[src/rtl/lfsr_crc_pkg.sv]
package lfsr_crc_pkg;

    parameter int          LFSR_W = 16;
    parameter int          BYTE_W = 8;
    parameter logic [15:0] POLY   = 16'h8005;

    typedef enum logic [1:0] {
        MODE_RUN  = 2'b00,
        MODE_ONCE = 2'b01,
        MODE_RSVD = 2'b10,
        MODE_HALT = 2'b11
    } gen_mode_e;

    typedef enum logic [1:0] {
        SRC_HOLD,
        SRC_SEED,
        SRC_CRC,
        SRC_ADV
    } upd_src_e;

    // One serial step: feedback is the top bit XOR the incoming data bit.
    function automatic logic [LFSR_W-1:0] poly_step(input logic [LFSR_W-1:0] s,
                                                    input logic din);
        logic fb;
        fb = s[LFSR_W-1] ^ din;
        return {s[LFSR_W-2:0], 1'b0} ^ (fb ? POLY : '0);
    endfunction

endpackage

[src/rtl/lfsr_adv_unroll.sv]
module lfsr_adv_unroll
    import lfsr_crc_pkg::*;
#(
    parameter int STEPS = 13
) (
    input  logic [LFSR_W-1:0] state_in,
    output logic [LFSR_W-1:0] state_out
);
    logic [LFSR_W-1:0] chain [STEPS+1];

    assign chain[0] = state_in;

    for (genvar g = 0; g < STEPS; g++) begin : g_step
        assign chain[g+1] = poly_step(chain[g], 1'b0);
    end

    assign state_out = chain[STEPS];
endmodule

[src/rtl/crc_byte_unit.sv]
module crc_byte_unit
    import lfsr_crc_pkg::*;
(
    input  logic [LFSR_W-1:0] state_in,
    input  logic [BYTE_W-1:0] data_in,
    output logic [LFSR_W-1:0] state_out
);
    logic [LFSR_W-1:0] chain [BYTE_W+1];

    assign chain[0] = state_in;

    // Most significant data bit enters first.
    for (genvar g = 0; g < BYTE_W; g++) begin : g_bit
        assign chain[g+1] = poly_step(chain[g], data_in[BYTE_W-1-g]);
    end

    assign state_out = chain[BYTE_W];
endmodule

[src/rtl/gen_mode_ctrl.sv]
module gen_mode_ctrl
    import lfsr_crc_pkg::*;
(
    input  logic       clk,
    input  logic       rst,
    input  logic       mode_we,
    input  logic [1:0] mode_wdata,
    input  logic       hi_rd,
    output gen_mode_e  mode,
    output logic       adv_req
);
    always_ff @(posedge clk) begin
        if (rst) begin
            mode <= MODE_RUN;
        end else if (mode_we) begin
            mode <= gen_mode_e'(mode_wdata);
        end else if (mode == MODE_ONCE) begin
            mode <= MODE_RUN;
        end
    end

    always_comb begin
        unique case (mode)
            MODE_RUN:  adv_req = hi_rd;
            MODE_ONCE: adv_req = 1'b1;
            default:   adv_req = 1'b0;
        endcase
    end
endmodule

[src/rtl/lfsr_crc_core.sv]
module lfsr_crc_core
    import lfsr_crc_pkg::*;
#(
    parameter int ADV_STEPS = 13
) (
    input  logic              clk,
    input  logic              rst,
    input  logic              seed_we,
    input  logic [BYTE_W-1:0] seed_data,
    input  logic              crc_we,
    input  logic [BYTE_W-1:0] crc_data,
    input  logic              hi_rd,
    input  logic              mode_we,
    input  logic [1:0]        mode_wdata,
    output logic [1:0]        mode_q,
    output logic [BYTE_W-1:0] lfsr_lo,
    output logic [BYTE_W-1:0] lfsr_hi
);
    localparam int HI_W = LFSR_W - BYTE_W;

    logic [LFSR_W-1:0] state_q;
    logic [LFSR_W-1:0] adv_next;
    logic [LFSR_W-1:0] crc_next;
    logic [LFSR_W-1:0] seed_next;
    logic [LFSR_W-1:0] state_d;
    gen_mode_e         mode;
    logic              adv_req;
    upd_src_e          src;

    gen_mode_ctrl u_mode (
        .clk        (clk),
        .rst        (rst),
        .mode_we    (mode_we),
        .mode_wdata (mode_wdata),
        .hi_rd      (hi_rd),
        .mode       (mode),
        .adv_req    (adv_req)
    );

    lfsr_adv_unroll #(.STEPS(ADV_STEPS)) u_adv (
        .state_in  (state_q),
        .state_out (adv_next)
    );

    crc_byte_unit u_crc (
        .state_in  (state_q),
        .data_in   (crc_data),
        .state_out (crc_next)
    );

    assign seed_next = {state_q[HI_W-1:0], seed_data};

    always_comb begin
        if (seed_we)      src = SRC_SEED;
        else if (crc_we)  src = SRC_CRC;
        else if (adv_req) src = SRC_ADV;
        else              src = SRC_HOLD;
    end

    always_comb begin
        unique case (src)
            SRC_SEED: state_d = seed_next;
            SRC_CRC:  state_d = crc_next;
            SRC_ADV:  state_d = adv_next;
            default:  state_d = state_q;
        endcase
    end

    always_ff @(posedge clk) begin
        if (rst) state_q <= '0;
        else     state_q <= state_d;
    end

    assign mode_q  = mode;
    assign lfsr_lo = state_q[BYTE_W-1:0];
    assign lfsr_hi = state_q[LFSR_W-1:BYTE_W];
endmodule

[config.mk]
export PLATFORM = sky130hd
export DESIGN_NAME = lfsr_crc_core
export DESIGN_NICKNAME = d
export VERILOG_FILES = /design/src/rtl/lfsr_crc_pkg.sv /design/src/rtl/lfsr_adv_unroll.sv /design/src/rtl/crc_byte_unit.sv /design/src/rtl/gen_mode_ctrl.sv /design/src/rtl/lfsr_crc_core.sv
export SDC_FILE = /design/constraint.sdc
export NUM_CORES = 1
export LEC_CHECK = 0
export BUFFER_PORTS_ARGS = -buffer_cell sky130_fd_sc_hd__buf_4
export CORE_MARGIN = 2
export CORE_UTILIZATION = 48
export CTS_BUF_LIST = sky130_fd_sc_hd__clkbuf_2 sky130_fd_sc_hd__clkbuf_4 sky130_fd_sc_hd__clkbuf_8
export DETAILED_ROUTE_END_ITERATION = 12
export GPL_TIMING_DRIVEN = 0
export HOLD_SLACK_MARGIN = 0.12
export PLACE_DENSITY = 0.78
export SETUP_SLACK_MARGIN = 0.15
export SYNTH_ARGS = -nofsm -noshare
export SYNTH_HDL_FRONTEND = slang
export SYNTH_SLANG_ARGS = --single-unit
[constraint.sdc]
create_clock -name clk -period 1.8 [get_ports clk]
set_clock_uncertainty 0.05 [all_clocks]
set_input_delay 0.18 -clock clk [delete_from_list [all_inputs] [get_ports clk]]
set_output_delay 0.18 -clock clk [all_outputs]
set_load 0.02 [all_outputs]
==> qor.txt <==
outcome: finished with violations
failing checks: negative setup slack
vias per std cell: 5.66
Final setup viols: 3
diodes inserted: 0
HP Start: seed_data[3]
crit path kind: register to register
WHS: 0.126 ns
Synth Area per Inst: 8.42 sq um
Power, Total: 0.00206 W
initial antenna violation count: 0
sequential cell area fraction in the yosys report: 0.256
wire per inst: 17.4 microns
yosys synthesis warning count: 0
Pleak: 0.898 nW
post-layout util: 0.764
clock tree from TritonCTS: yes
Rel. slew slack: 0.642
Starting Density: 0.506
post-route ant nets: 0
Post-Syn Area: 1410 sq um
DRT iter0 DRCs: 56
RePlAce Congestion: 0.881
Worst Setup SP: state_q[13]$_SDFFE_PP0P_
chip height: 58.1 microns
launch point of the worst reg-to-reg path: state_q[13]$_SDFFE_PP0P_
async set-reset flop share out of synthesis: 0
area delta synth->final: 51.1%
first-pass GRT wire length: 6.51 mm
H-tree levels: 1
Setup TNS: -0.427 ns
max cap viols: 0
setup slack, reg-to-reg: -0.20 ns
largest net degree at the start of global routing: 11
clock root buffer: clkbuf_4
die width: 58.1 microns
GRT overflow: 0
final hold violations: 0
Clock Tree Buf Depth: 2
routed vias: 1455
pre-CTS setup slack: -0.305 ns
Critical Path AT: 2.21 ns
CTS sink cnt: 18
Post-synth top flop: dfxtp_1
DRC: 0
DRT Pass-1 Iters: 5
Final period util: 1.11
IR drop worst, VDD: 0.889 mV
Synth area leader: dfxtp_1
Die Area: 3380 sq um
CP required: 2.01 ns
CORE AREA: 2780 sq um
Final Max Tran Viols: 0
Clock transition at path regs: 0.12 ns
share of cells above drive strength 1: 0.407
RSZ-0062 raised after global routing: yes
worst skew pair latency: 0.33 ns
number of cell rows: 19
Hold/Removal Path Class: input pin to register
largest cells by area after synthesis: dfxtp_1 (26%), xnor2_1 (15%), xor2_1 (6.2%), nand2_1 (4.8%), nor2_1 (4.8%)
Seq cells post-synth: 18
worst slew pin tran: 0.536 ns
Port Buf Inserts: 40
min Tclk post-route: 2.00 ns
hpwl dp: 3.03 mm
final worst setup slack: -0.199 ns
Net Count, Synth: 191
Routed WL: 4.48 mm
Max FO, Critical Path: 4
f_max: 0.500 GHz
Post-synth EDFFs: 0
share of the synthesized area in the top cell type: 0.256
number of global-route vias before repair: 1384
Final #Nets: 251
Syn Inst Count: 167
Yosys cell types: 35
CP Capture Type: register
Pwr Density: 970 nW/um^2
num ports: 42
CTS Buf Count: 3
GRT Total Usage: 0.255
CP startpoint kind: register
[state kept, by name, indices dropped and copies added (netlist names)]
| name | flops |
|---|---|
| u_mode.mode | 2 |
| state_q | 16 |
[cell families (layout without fill, tap and decap cells)]
| logic type | Yosys count | after routing | synth area share |
|---|---|---|---|
| AO/OA/AOI/OAI | 35 | 35 | 0.173 |
| XOR/XNOR | 44 | 44 | 0.345 |
| buffers and inverters | 15 | 74 | 0.0427 |
| flip-flops | 18 | 18 | 0.256 |
| multiplexers | 3 | 3 | 0.0249 |
| AND/OR/NAND/NOR | 52 | 52 | 0.157 |
[power by group]
part           total, W  internal, W  switching (W)
Clock          0.000238    0.0000815       0.000156
Combinational   0.00129     0.000717       0.000571
Sequential     0.000534     0.000446      0.0000883
Total           0.00206      0.00124       0.000816
[final timing paths]
| kind | depth (start not counted) | end |
|---|---|---|
| max | 6 | state_q[15]$_SDFFE_PP0P_ |
| min | 3 | state_q[3]$_SDFFE_PP0P_ |
| max reg2reg | 6 | state_q[15]$_SDFFE_PP0P_ |
| min reg2reg | 2 | state_q[11]$_SDFFE_PP0P_ |
[routing by layer]
metal,track usage,vias to the layer above,wire [microns],part of all wire
met4,0.0930,0,99,0.022
li1,-,686,-,-
met5,0,-,0,0
met2,0.427,82,2230,0.50
met3,0.0379,10,335,0.075
met1,0.333,677,1820,0.41
[stage by stage]
step,area [sq um],std cells
3_5_place_dp,1780,238
4_1_cts,1970,252
6_report,2120,257
3_3_place_gp,1780,238
2_1_floorplan,1440,167
5_1_grt,2120,257
[placed cells by master (no fill, tap or decap), drive strengths merged, types with 6 or more instances in the layout]
cell type    count
a21oi           13
buf             51
clkbuf          13
dfxtp           18
dlygate4sd3      6
nand2           18
nor2            18
nor3            11
xnor2           29
xor2            13
[Yosys cell counts, types with 2 or more instances]
cell type   n
xnor2_1    24
dfxtp_1    18
nand2_1    18
nor2_1     18
a21oi_1    13
clkbuf_1   11
nor3_1     11
xor2_1     10
o211ai_1    5
xnor2_2     4
a211oi_1    3
xor2_2      3
a31oi_1     2
inv_1       2
mux2i_1     2
o21ai_0     2
o21bai_1    2
or3_1       2
[what timing repair did]
item | in CTS | in global routing
endpoints found under the setup margin | 16 | 14
hold buffers | 6 | 0
endpoints found under the hold margin | 4 | 0
pin swaps | 7 | 7
gates resized for setup | 15 | 16
setup buffers | 4 | 5
[layout make-up]
class	instances	area (sq um)
multi-input combinational	134	1160
clock inverter	1	3.75
buffer	12	62.6
sequential	18	380
fill	179	657
timing repair buffer	55	440
inverter	3	11.3
clock buffer	3	22.5
tap	31	38.8
[critical path, stage by stage (launching register included)]
cell and delay (ns):
dfxtp_4 0.40, xnor2_4 0.21, xnor2_2 0.15, xnor3_2 0.51, xnor2_4 0.17, mux2_4 0.31
a31oi_1 0.15
(Power assumes the default switching activity.)
